--- src/rtl/gpio_bank_pkg.sv ---
package gpio_bank_pkg;
  localparam int WORD_W = 32;
  localparam int ADDR_W = 5;

  typedef enum logic [ADDR_W-1:0] {
    WA_MODE = 5'd0,
    WA_DIR  = 5'd1,
    WA_DOUT = 5'd2,
    WA_DIN  = 5'd3,
    WA_POL  = 5'd8,
    WA_OSEL = 5'd16,
    WA_INEN = 5'd20
  } word_addr_e;

  function automatic logic [WORD_W-1:0] f_oe(input logic [WORD_W-1:0] dir,
                                              input logic [WORD_W-1:0] mode);
    return dir & ~mode;
  endfunction

  function automatic logic [WORD_W-1:0] f_drive(input logic [WORD_W-1:0] dout,
                                                 input logic [WORD_W-1:0] osel);
    return dout & ~osel;
  endfunction

  function automatic logic [WORD_W-1:0] f_in_view(input logic [WORD_W-1:0] lvl,
                                                   input logic [WORD_W-1:0] dir,
                                                   input logic always_in);
    return always_in ? lvl : (lvl & ~dir);
  endfunction
endpackage

--- src/rtl/gpio_bank_regs.sv ---
module gpio_bank_regs
  import gpio_bank_pkg::*;
#(
  parameter int NPINS    = 32,
  parameter bit HAS_INEN = 1'b1,
  parameter bit HAS_OSEL = 1'b1
) (
  input  logic              clk,
  input  logic              rst_n,
  input  logic              wr,
  input  logic [ADDR_W-1:0] addr,
  input  logic [WORD_W-1:0] wdata,
  output logic [NPINS-1:0]  mode_q,
  output logic [NPINS-1:0]  dir_q,
  output logic [NPINS-1:0]  dout_q,
  output logic [NPINS-1:0]  pol_q,
  output logic [NPINS-1:0]  osel_q,
  output logic [NPINS-1:0]  inen_q
);
  logic [NPINS-1:0] wbits;
  logic wr_mode, wr_dir, wr_dout, wr_pol, wr_osel, wr_inen;

  assign wbits   = wdata[NPINS-1:0];
  assign wr_mode = wr && (addr == WA_MODE);
  assign wr_dir  = wr && (addr == WA_DIR);
  assign wr_dout = wr && (addr == WA_DOUT);
  assign wr_pol  = wr && (addr == WA_POL);
  assign wr_osel = wr && (addr == WA_OSEL);
  assign wr_inen = wr && (addr == WA_INEN);

  always_ff @(posedge clk or negedge rst_n) begin
    if (!rst_n) begin
      mode_q <= '0;
      dir_q  <= '0;
      dout_q <= '0;
      pol_q  <= '0;
    end else begin
      if (wr_mode) mode_q <= wbits;
      if (wr_dir)  dir_q  <= wbits;
      if (wr_dout) dout_q <= wbits;
      if (wr_pol)  pol_q  <= wbits;
    end
  end

  generate
    if (HAS_OSEL) begin : g_osel
      always_ff @(posedge clk or negedge rst_n) begin
        if (!rst_n)       osel_q <= '0;
        else if (wr_osel) osel_q <= wbits;
      end
    end else begin : g_no_osel
      assign osel_q = '0;
    end

    if (HAS_INEN) begin : g_inen
      always_ff @(posedge clk or negedge rst_n) begin
        if (!rst_n)       inen_q <= '0;
        else if (wr_inen) inen_q <= wbits;
      end
    end else begin : g_no_inen
      assign inen_q = '0;
    end
  endgenerate
endmodule

--- src/rtl/gpio_bank_input.sv ---
module gpio_bank_input #(
  parameter int NPINS    = 32,
  parameter bit HAS_INEN = 1'b1
) (
  input  logic             clk,
  input  logic             rst_n,
  input  logic [NPINS-1:0] pad_in,
  input  logic [NPINS-1:0] pol_q,
  input  logic [NPINS-1:0] inen_q,
  output logic [NPINS-1:0] sample_en,
  output logic [NPINS-1:0] lvl,
  output logic [NPINS-1:0] din_q
);
  logic [NPINS-1:0] meta_q, sync_q;

  generate
    if (HAS_INEN) begin : g_gate
      assign sample_en = inen_q;
    end else begin : g_open
      assign sample_en = '1;
    end
  endgenerate

  assign lvl = sync_q ^ pol_q;

  always_ff @(posedge clk or negedge rst_n) begin
    if (!rst_n) begin
      meta_q <= '0;
      sync_q <= '0;
    end else begin
      meta_q <= pad_in;
      sync_q <= meta_q;
    end
  end

  for (genvar n = 0; n < NPINS; n++) begin : g_pin
    always_ff @(posedge clk or negedge rst_n) begin
      if (!rst_n)            din_q[n] <= 1'b0;
      else if (sample_en[n]) din_q[n] <= lvl[n];
    end
  end
endmodule

--- src/rtl/gpio_bank_rdmux.sv ---
module gpio_bank_rdmux
  import gpio_bank_pkg::*;
#(
  parameter int NPINS     = 32,
  parameter bit ALWAYS_IN = 1'b1
) (
  input  logic [ADDR_W-1:0] addr,
  input  logic [NPINS-1:0]  mode_q,
  input  logic [NPINS-1:0]  dir_q,
  input  logic [NPINS-1:0]  dout_q,
  input  logic [NPINS-1:0]  pol_q,
  input  logic [NPINS-1:0]  osel_q,
  input  logic [NPINS-1:0]  inen_q,
  input  logic [NPINS-1:0]  din_q,
  output logic [WORD_W-1:0] rdata
);
  logic [WORD_W-1:0] din_w, dir_w;

  assign din_w = WORD_W'(din_q);
  assign dir_w = WORD_W'(dir_q);

  always_comb begin
    unique case (addr)
      WA_MODE: rdata = WORD_W'(mode_q);
      WA_DIR:  rdata = dir_w;
      WA_DOUT: rdata = WORD_W'(dout_q);
      WA_DIN:  rdata = f_in_view(din_w, dir_w, ALWAYS_IN);
      WA_POL:  rdata = WORD_W'(pol_q);
      WA_OSEL: rdata = WORD_W'(osel_q);
      WA_INEN: rdata = WORD_W'(inen_q);
      default: rdata = '0;
    endcase
  end
endmodule

--- src/rtl/gpio_bank_ctl.sv ---
module gpio_bank_ctl
  import gpio_bank_pkg::*;
#(
  parameter int NPINS     = 32,
  parameter bit ALWAYS_IN = 1'b1,
  parameter bit HAS_INEN  = 1'b1,
  parameter bit HAS_OSEL  = 1'b1
) (
  input  logic              clk,
  input  logic              rst_n,
  input  logic [ADDR_W-1:0] bus_addr,
  input  logic              bus_wr,
  input  logic [WORD_W-1:0] bus_wdata,
  output logic [WORD_W-1:0] bus_rdata,
  input  logic [NPINS-1:0]  pad_in,
  output logic [NPINS-1:0]  pad_out,
  output logic [NPINS-1:0]  pad_oe
);
  logic [NPINS-1:0] mode_q, dir_q, dout_q, pol_q, osel_q, inen_q;
  logic [NPINS-1:0] sample_en, lvl, din_q;
  logic [WORD_W-1:0] oe_w, drv_w;

  gpio_bank_regs #(.NPINS(NPINS), .HAS_INEN(HAS_INEN), .HAS_OSEL(HAS_OSEL)) u_regs (
    .clk(clk), .rst_n(rst_n), .wr(bus_wr), .addr(bus_addr), .wdata(bus_wdata),
    .mode_q(mode_q), .dir_q(dir_q), .dout_q(dout_q), .pol_q(pol_q),
    .osel_q(osel_q), .inen_q(inen_q)
  );

  gpio_bank_input #(.NPINS(NPINS), .HAS_INEN(HAS_INEN)) u_input (
    .clk(clk), .rst_n(rst_n), .pad_in(pad_in), .pol_q(pol_q), .inen_q(inen_q),
    .sample_en(sample_en), .lvl(lvl), .din_q(din_q)
  );

  gpio_bank_rdmux #(.NPINS(NPINS), .ALWAYS_IN(ALWAYS_IN)) u_rdmux (
    .addr(bus_addr), .mode_q(mode_q), .dir_q(dir_q), .dout_q(dout_q),
    .pol_q(pol_q), .osel_q(osel_q), .inen_q(inen_q), .din_q(din_q),
    .rdata(bus_rdata)
  );

  assign oe_w    = f_oe(WORD_W'(dir_q), WORD_W'(mode_q));
  assign drv_w   = f_drive(WORD_W'(dout_q), WORD_W'(osel_q));
  assign pad_oe  = oe_w[NPINS-1:0];
  assign pad_out = drv_w[NPINS-1:0];
endmodule

--- config.mk ---
export PLATFORM = sky130hd
export DESIGN_NAME = gpio_bank_ctl
export DESIGN_NICKNAME = d
export VERILOG_FILES = /design/src/rtl/gpio_bank_pkg.sv /design/src/rtl/gpio_bank_regs.sv /design/src/rtl/gpio_bank_input.sv /design/src/rtl/gpio_bank_rdmux.sv /design/src/rtl/gpio_bank_ctl.sv
export SDC_FILE = /design/constraint.sdc
export NUM_CORES = 1
export LEC_CHECK = 0
export BUFFER_PORTS_ARGS = -buffer_cell sky130_fd_sc_hd__buf_4
export CORE_MARGIN = 8
export CORE_UTILIZATION = 55
export CTS_CLUSTER_SIZE = 24
export DETAILED_ROUTE_END_ITERATION = 12
export GPL_TIMING_DRIVEN = 0
export PLACE_DENSITY = 0.89
export SLEW_MARGIN = 20
export SYNTH_ARGS = -nofsm -noshare
export SYNTH_HDL_FRONTEND = slang
export SYNTH_SLANG_ARGS = --single-unit
--- constraint.sdc ---
create_clock -name clk -period 2.75 [get_ports clk]
set_clock_uncertainty 0.2 [all_clocks]
set_input_delay 0.1375 -clock clk [delete_from_list [all_inputs] [get_ports clk]]
set_output_delay 0.1375 -clock clk [all_outputs]
set_load 0.02 [all_outputs]
==> reports/summary.txt <==
Yosys warns -> 0
Core area -> 0.0219 sq mm
I/O pin count -> 168
Startpoint Class -> input pin
Die Y -> 166 microns
Clock-pin slew of the registers on the worst-case setup and hold paths -> 0.06 ns
Worst hold path class -> in -> reg
Initial antenna violation count -> 1
CTS tree -> yes
Count of cell types in the netlist -> 31
Max-cap viol count -> 0
CTS H-Tree Depth -> 1
Status -> finished, final reports clean
CTS max path bufs -> 3
GR Overflow Total -> 0
Commonest cells in the netlist -> 288 x dfrtp_1, 161 x mux2_2, 92 x mux2i_1
Relative slew slack -> 29.8%
Top cell type's share of synthesized area -> 58.5%
CP required -> 2.41 ns
Max Slew Vio Count -> 0
Unrepaired setup endpoints after global routing -> no
Full die area -> 0.0275 sq mm
Final net count -> 1238
DR WL/cell -> 22.5 microns
Post-synth EDFFs -> 0
Fin Hold WS -> 0.0331 ns
Crit path DAT -> 2.36 ns
DRC violation count after routing -> 0
Layout cells sized above 1 -> 36.0%
Via Count -> 8478
Final HPWL DP -> 20300 microns
Mapped Cells -> 895
Final ANT Viol Nets -> 0
First-pass GRT wire length -> 52300 microns
Leak Pwr -> 7.69 nW
Clock latency on the worst-skew pair -> 0.54 ns
Fillers -> 1406
Largest net degree at the start of global routing -> 103
Final Wtd Congestion -> 0.834
Buffers on Ports -> 167
Routed WL -> 33000 microns
Yosys reg bits -> 288
Synth-to-layout area growth -> 26.9%
Setup crit end kind -> output port
Setup TNS -> 0 ns
Iteration-0 DRC Markers -> 705
Top post-synthesis cells by area -> dfrtp_1 58%, mux2_2 15%, mux2i_1 7.5%
Overall Global Routing Usage -> 23.6%
Number of global-route vias before repair -> 9333
Minimum clock period -> 2.70 ns
Worst-Margin Slew -> 1.05 ns
Final critical-path share of the clock period -> 98.0%
Final hold violation count -> 0
Worst vdd ir -> 0.000753 V
Initial Util -> 56.3%
FF+latch area -> 0.00721 sq mm
Layout Utilization -> 71.5%
Syn_area_per_cell -> 13.8 sq um
Synthesized net count -> 967
Multi-input gate area -> 0.00491 sq mm
PD cells -> 759 mW/mm^2
Async SR Flop Fraction -> 100%
Clock root buffer master -> clkbuf_16
Crit Path Category -> in -> out
Site Rows -> 54
Sink Count -> 288
Detail-routed via count per cell -> 5.79
Chip width -> 166 microns
Top-count cell post-synth -> dfrtp_1
# setup viols final -> 0
CP max FO -> 10
FMAX -> 0.371 GHz
Drt first pass iters -> 5
Prevailing post-synth register cell -> dfrtp_1
Synth area leader -> dfrtp_1
Inserted Clock Buffers -> 29
Post-Syn Area -> 0.0123 sq mm
Sequential share of the synthesized area -> 58.5%
Setup Buffers After CTS -> 0
## layer usage
layer  part of all wire [%]  GRT usage [%]  up-vias  wire length, microns
li1                       -              -     3724                     -
met1                     40           28.6     4325                 13100
met2                     50           40.0      317                 16500
met3                    5.9           5.02      112                  1950
met4                    4.2           10.5        0                  1380
met5                      0              0        -                     0
## cell usage in the layout, fill, tap and decap left out, types with 32 or more instances in the layout
cell type      netlist  final
nor2b_1             65     65
dlygate4sd3_1        0     69
a21oi_1             33     33
xnor2_1             32     32
mux2i_1             92     92
dfrtp_1            288    288
mux2_2             161    161
nor2_1              65     65
buf_4                0    166
## worst paths after layout
| path | end | from | depth (start not counted) | slack [ns] |
|---|---|---|---|---|
| max | bus_rdata[29] | bus_addr[4] | 8 | 0.05 |
| min | u_input.meta_q[19]$_DFF_PN0_ | pad_in[19] | 2 | 0.03 |
| max reg2reg | u_input.din_q[28]$_DFFE_PN0P_ | u_regs.pol_q[28]$_DFFE_PN0P_ | 2 | 1.70 |
| min reg2reg | u_input.sync_q[20]$_DFF_PN0_ | u_input.meta_q[20]$_DFF_PN0_ | 0 | 0.14 |
| max in group asynchronous | u_regs.dout_q[6]$_DFFE_PN0P_ | rst_n | 5 | 1.01 |
| min in group asynchronous | u_regs.osel_q[12]$_DFFE_PN0P_ | rst_n | 4 | 0.50 |
## stage by stage
| step | instance area [sq um] | total power [mW] | setup WS (ns) | cells |
|---|---|---|---|---|
| after floorplan | 12300 | 7.06 | 0.899 | 895 |
| after global placement | 13900 | 7.88 | -1.06 | 1342 |
| after detailed placement | 14000 | 8.02 | 0.251 | 1345 |
| after CTS | 15600 | 11.9 | 0.0305 | 1464 |
| after global routing | 15600 | 12.4 | 0.00632 | 1465 |
| final | 15600 | 11.9 | 0.0537 | 1465 |
## report_power, final
part | switching (mW) | internal [mW]
Combinational | 1.13 | 1.31
Sequential | 0.632 | 5.04
Clock | 1.59 | 2.18
Total | 3.35 | 8.53
## worst max-delay path: stages
cell	delay, ns
dlygate4sd3_1	0.55
buf_4	0.16
nor2b_1	0.16
nand2_1	0.16
clkbuf_1	0.53
nor2_1	0.15
a211o_1	0.33
buf_4	0.17
## cells by family after synthesis
group / share of synthesized area, %
compound gates: 5.32
buf+inv: 1.66
xor+xnor: 2.27
flops: 58.5
simple gates: 6.17
mux: 26.1
## sequential cells by signal, summed over array words and instances (netlist names)
name	cells
u_regs.osel_q	32
u_regs.mode_q	32
u_input.din_q	32
u_input.meta_q	32
u_input.sync_q	32
u_regs.pol_q	32
u_regs.dout_q	32
u_regs.dir_q	32
u_regs.inen_q	32
## timing repair
item                                   CTS  global route
endpoints found under the hold margin  326             0
hold buffers                            70             0
resized for setup                        0            15
setup endpoints to repair                0            24
## final cells by class
class	count	share of cell area, %
multi-input combinational	563	31.4
antenna	1	0.0160
sequential	288	46.1
timing repair buffer	240	13.2
buffer	44	1.38
clock buffer	44	5.38
clock inverter	5	0.320
tap	280	2.24
(Power assumes the default switching activity.)
